===== src/rtl/adc_seq_pkg.sv =====
package adc_seq_pkg;
  typedef enum logic [1:0] {
    ST_SLEEP  = 2'd0,
    ST_SETTLE = 2'd1,
    ST_CONV   = 2'd2,
    ST_HOLD   = 2'd3
  } seq_state_e;
endpackage


===== src/rtl/adc_busy_sync.sv =====
module adc_busy_sync #(
  parameter int STAGES = 2
) (
  input  logic clk_i,
  input  logic rst_ni,
  input  logic busy_ni,
  output logic rise_o
);
  // sh[STAGES-1] is the synchronized level, sh[STAGES] its previous value
  logic [STAGES:0] sh;

  always_ff @(posedge clk_i or negedge rst_ni) begin
    if (!rst_ni) sh <= '1;
    else         sh <= {sh[STAGES-1:0], busy_ni};
  end

  assign rise_o = sh[STAGES-1] & ~sh[STAGES];
endmodule


===== src/rtl/adc_cyc_counter.sv =====
module adc_cyc_counter #(
  parameter int W = 8
) (
  input  logic         clk_i,
  input  logic         rst_ni,
  input  logic         clr_i,
  input  logic         en_i,
  output logic [W-1:0] cnt_o
);
  always_ff @(posedge clk_i or negedge rst_ni) begin
    if (!rst_ni)                cnt_o <= '0;
    else if (clr_i)             cnt_o <= '0;
    else if (en_i && !(&cnt_o)) cnt_o <= cnt_o + 1'b1;
  end
endmodule


===== src/rtl/adc_duty_seq.sv =====
module adc_duty_seq
  import adc_seq_pkg::*;
#(
  parameter int SETTLE_CYC  = 30,
  parameter int HOLD_CYC    = 4,
  parameter int SLEEP_CYC   = 64,
  parameter int WDOG_CYC    = 1024,
  parameter int SYNC_STAGES = 2
) (
  input  logic clk_i,
  input  logic rst_ni,
  input  logic busy_ni,
  output logic pd_no_o,
  output logic cs_no_o,
  output logic eoc_o,
  output logic wdog_fire_o
);
  localparam int PH_MAX0 = (SETTLE_CYC > HOLD_CYC) ? SETTLE_CYC : HOLD_CYC;
  localparam int PH_MAX  = (PH_MAX0 > SLEEP_CYC) ? PH_MAX0 : SLEEP_CYC;
  localparam int PH_W    = $clog2(PH_MAX + 1);
  localparam int WD_W    = $clog2(WDOG_CYC + 1);
  localparam logic [PH_W-1:0] SETTLE_LAST = PH_W'(SETTLE_CYC - 1);
  localparam logic [PH_W-1:0] HOLD_LAST   = PH_W'(HOLD_CYC - 1);
  localparam logic [PH_W-1:0] SLEEP_LAST  = PH_W'(SLEEP_CYC - 1);
  localparam logic [WD_W-1:0] WDOG_LAST   = WD_W'(WDOG_CYC - 1);

  seq_state_e      state_q, state_d;
  logic [PH_W-1:0] ph_cnt;
  logic [WD_W-1:0] wd_cnt;
  logic            eoc_rise;
  logic            wd_fire;
  logic            ph_clr;
  logic            asleep;

  adc_busy_sync #(.STAGES(SYNC_STAGES)) u_sync (
    .clk_i   (clk_i),
    .rst_ni  (rst_ni),
    .busy_ni (busy_ni),
    .rise_o  (eoc_rise)
  );

  adc_cyc_counter #(.W(PH_W)) u_phase_cnt (
    .clk_i  (clk_i),
    .rst_ni (rst_ni),
    .clr_i  (ph_clr),
    .en_i   (1'b1),
    .cnt_o  (ph_cnt)
  );

  // recovery timer: runs while powered, restarts in every sleep cycle
  adc_cyc_counter #(.W(WD_W)) u_wdog_cnt (
    .clk_i  (clk_i),
    .rst_ni (rst_ni),
    .clr_i  (asleep),
    .en_i   (!asleep),
    .cnt_o  (wd_cnt)
  );

  assign asleep  = (state_q == ST_SLEEP);
  assign wd_fire = !asleep && (wd_cnt == WDOG_LAST);

  always_comb begin
    state_d = state_q;
    unique case (state_q)
      ST_SLEEP:  if (ph_cnt == SLEEP_LAST)  state_d = ST_SETTLE;
      ST_SETTLE: if (ph_cnt == SETTLE_LAST) state_d = ST_CONV;
      ST_CONV:   if (eoc_rise)              state_d = ST_HOLD;
      ST_HOLD:   if (ph_cnt == HOLD_LAST)   state_d = ST_SLEEP;
      default:                              state_d = ST_SLEEP;
    endcase
    if (wd_fire) state_d = ST_SLEEP;
  end

  assign ph_clr = (state_d != state_q);

  always_ff @(posedge clk_i or negedge rst_ni) begin
    if (!rst_ni) state_q <= ST_SLEEP;
    else         state_q <= state_d;
  end

  assign pd_no_o     = !asleep;
  assign cs_no_o     = (state_q != ST_CONV);
  assign eoc_o       = eoc_rise && (state_q == ST_CONV);
  assign wdog_fire_o = wd_fire;
endmodule


===== config.mk =====
export PLATFORM = sky130hd
export DESIGN_NAME = adc_duty_seq
export DESIGN_NICKNAME = d
export VERILOG_FILES = /design/src/rtl/adc_seq_pkg.sv /design/src/rtl/adc_busy_sync.sv /design/src/rtl/adc_cyc_counter.sv /design/src/rtl/adc_duty_seq.sv
export SDC_FILE = /design/constraint.sdc
export NUM_CORES = 1
export LEC_CHECK = 0
export ABC_CLOCK_PERIOD_IN_PS = 2600
export BUFFER_PORTS_ARGS = -buffer_cell sky130_fd_sc_hd__buf_2
export CORE_UTILIZATION = 38
export DETAILED_ROUTE_END_ITERATION = 12
export PLACE_DENSITY_LB_ADDON = 0.1
export SLEW_MARGIN = 20
export SYNTH_ARGS = -nofsm -noshare
export SYNTH_HDL_FRONTEND = slang
export SYNTH_SLANG_ARGS = --single-unit
export TNS_END_PERCENT = 50

===== constraint.sdc =====
create_clock -name clk_i -period 2.6 [get_ports clk_i]
set_input_delay 0.52 -clock clk_i [delete_from_list [all_inputs] [get_ports clk_i]]
set_output_delay 0.52 -clock clk_i [all_outputs]
set_load 0.02 [all_outputs]

==> flow_metrics.env <==
export IMPL_synth_seq_cells=23
export IMPL_die_area_mm2=0.00353
export IMPL_synth_most_common_cell="dfrtp_1"
export IMPL_synth_async_reset_ratio_pct=100
export IMPL_portBuffers=6
export IMPL_syn_inst=116
export IMPL_root_buffer="clkbuf_4"
export IMPL_synth_edf_count=0
export IMPL_numCtsBuffers=3
export IMPL_hold_viol=0
export IMPL_max_freq_mhz=434
export IMPL_report_final_setup_viol=0
export IMPL_ir_worst_vdd_uv=150
export IMPL_tightest_slew_ns=0.515
export IMPL_wire_per_inst_um=12.7
export IMPL_yosysTopAreaCell="dfrtp_1"
export IMPL_ys_flop_type="dfrtp_1"
export IMPL_drive_gt1_share_pct=19.7
export IMPL_synth_area_mm2=0.00125
export IMPL_clock_sinks=23
export IMPL_syn_to_final_growth_pct=9.88
export IMPL_synth_area_leaders="dfrtp_1 (40%), dfstp_2 (6.3%), nor2_1 (5.4%)"
export IMPL_dp_slack_ns=0.427
export IMPL_cts_tree="done"
export IMPL_synth_top_area_share_pct=39.9
export IMPL_start_kind="flop"
export IMPL_grt_pass1_wl_mm=4.02
export IMPL_cts_buffer_depth=2
export IMPL_critical_path_arrival_ns=1.78
export IMPL_setup_ws_ns=0.296
export IMPL_seq_area_frac_synth_pct=46.2
export IMPL_rrSetupSlack_ns=0.43
export IMPL_final_setup_tns_ns=0
export IMPL_track_usage_pct=15.4
export IMPL_start_util_pct=40.4
export IMPL_rsz0062_at_grt="no"
export IMPL_core_mm2=0.00310
export IMPL_ios=7
export IMPL_hold_class="primary input to async pin"
export IMPL_fp_dieH_um=59.4
export IMPL_path_clk_slew_ns=0.14
export IMPL_worstSkewPairLatency_ns=0.31
export IMPL_postCtsSetupBuffers=0
export IMPL_p_per_area_mw_per_mm2=392
export IMPL_hold_buffers=0
export IMPL_final_net_count=134
export IMPL_period_share_pct=88.6
export IMPL_endpoint_kind="primary output"
export IMPL_grt_start_max_net_pins=24
export IMPL_total_power_mw=0.540
export IMPL_path_class="flop to primary output"
export IMPL_grt_pass1_vias=863
export IMPL_cp_data_required_time_ns=2.08
export IMPL_ys_warnings_count=0
export IMPL_holdWs_ns=0.153
export IMPL_vias=858
export IMPL_fin_worst_skew_ns=0.0131
export IMPL_syn_nets=122
export IMPL_antenna_left=0
export IMPL_drv_slew=0
export IMPL_p_leak_nw=0.569
export IMPL_die_x_um=59.4
export IMPL_dr_pass1_iters=4
export IMPL_antenna_found_initial=0
export IMPL_netlist_top_cells_count="dfrtp_1 (20), nor2_1 (18), nor3_1 (7)"
export IMPL_rows=20
export IMPL_n_antenna_cell=0
export IMPL_hpwlAfterDp_mm=1.57
export IMPL_routed_wl_mm=2.17
export IMPL_run_status="completed"
export IMPL_post_synth_num_cell_types=40
export IMPL_drv_cap=0
export IMPL_worstPathMaxFanout=5
export IMPL_gp_congestion=0.770
export IMPL_timing_slew_headroom_pct=65.7
export IMPL_ctsResizeCount=0
export IMPL_synth_avg_cell_area_um2=10.8
export IMPL_fillers=300
export IMPL_cts_max_level=1
export IMPL_finalCriticalPeriod_ns=2.30
export IMPL_routed_via_density=5.02
export IMPL_drt_initial_drc_count=29
export IMPL_drc_errors=0
export IMPL_grt_overflow_total=0
state kept, by name, summed over array words and instances (netlist names):
| register | count |
|---|---|
| state_q | 2 |
| u_wdog_cnt.cnt_o | 11 |
| u_phase_cnt.cnt_o | 7 |
| u_sync.sh | 3 |
per-stage QoR:
step                      util, %  instance area (um2)  std cells
after floorplan                 -                 1250        116
after detailed placement     43.5                 1350        167
final                        44.4                 1380        171
after CTS                    44.4                 1380        171
after global placement       43.5                 1350        167
after global routing         44.4                 1380        171
worst paths after layout:
kind	from	end	cells after the start
min in group clk_i	busy_ni	u_sync.sh[0]$_DFF_PN1_	1
max reg2reg	u_phase_cnt.cnt_o[0]$_DFFE_PN0P_	u_phase_cnt.cnt_o[5]$_DFFE_PN0P_	6
max	u_wdog_cnt.cnt_o[0]$_DFFE_PN0P_	wdog_fire_o	4
max in group asynchronous	rst_ni	u_wdog_cnt.cnt_o[4]$_DFFE_PN0P_	1
min	rst_ni	state_q[1]$_DFF_PN0_	1
min reg2reg	u_sync.sh[0]$_DFF_PN1_	u_sync.sh[1]$_DFF_PN1_	0
cell families (layout without fill, tap and decap cells):
kind of cell	after synthesis	in the layout	share of synthesized area (%)
and+or+nand+nor	60	60	32.0
DFF	23	23	46.2
AOI/OAI and AO/OA	13	13	8.58
xor gates and xnor gates	10	10	7.58
buffers and inverters	6	17	1.80
adders and majority gates	3	3	2.99
muxes	1	1	0.798
worst max-delay path, stage by stage (launching register included):
cell	delay, ns
dfrtp_1	0.40
ha_1	0.25
nand2_1	0.14
nor4_4	0.45
buf_2	0.25
layer usage:
metal | track usage [%] | vias to the layer above | share of wire, %
met5 | 0 | - | 0
met4 | 7.14 | 0 | 0.69
met3 | 2.18 | 2 | 2.9
met2 | 23.1 | 9 | 45
met1 | 21.6 | 411 | 52
li1 | - | 436 | -
cell type report:
class | count | area (um2) | share of cell area [%]
Timing Repair Buffer | 8 | 45.0 | 3.27
Inverter | 5 | 18.8 | 1.36
Clock buffer | 3 | 22.5 | 1.63
Tap cell | 44 | 55.1 | 4.00
Multi-Input combinational cell | 87 | 652 | 47.3
Sequential cell | 23 | 579 | 42.1
Clock inverter | 1 | 5.00 | 0.363
layout by cell type, fill, tap and decap left out, types with 2 or more instances in the layout:
cell type | netlist | layout
and3_1 | 6 | 6
buf_2 | 0 | 6
buf_4 | 0 | 2
clkbuf_4 | 0 | 3
dfrtp_1 | 20 | 20
dfstp_2 | 3 | 3
ha_1 | 3 | 3
inv_1 | 5 | 5
nand2_1 | 4 | 4
nand2b_1 | 2 | 2
nand3_1 | 4 | 4
nand4_1 | 3 | 3
nor2_1 | 18 | 18
nor3_1 | 7 | 7
nor4_2 | 2 | 2
nor4_4 | 2 | 2
o21ai_0 | 4 | 4
xnor2_1 | 5 | 5
xor2_1 | 4 | 4
power by group:
part / total, mW / leakage (nW) / switching, mW / internal (mW)
clock: 0.168 / 0.0177 / 0.110 / 0.0574
sequential: 0.363 / 0.297 / 0.00105 / 0.362
combinational: 0.00888 / 0.255 / 0.00722 / 0.00166
total: 0.540 / 0.569 / 0.119 / 0.421
Power figures use the tool's default switching activity.
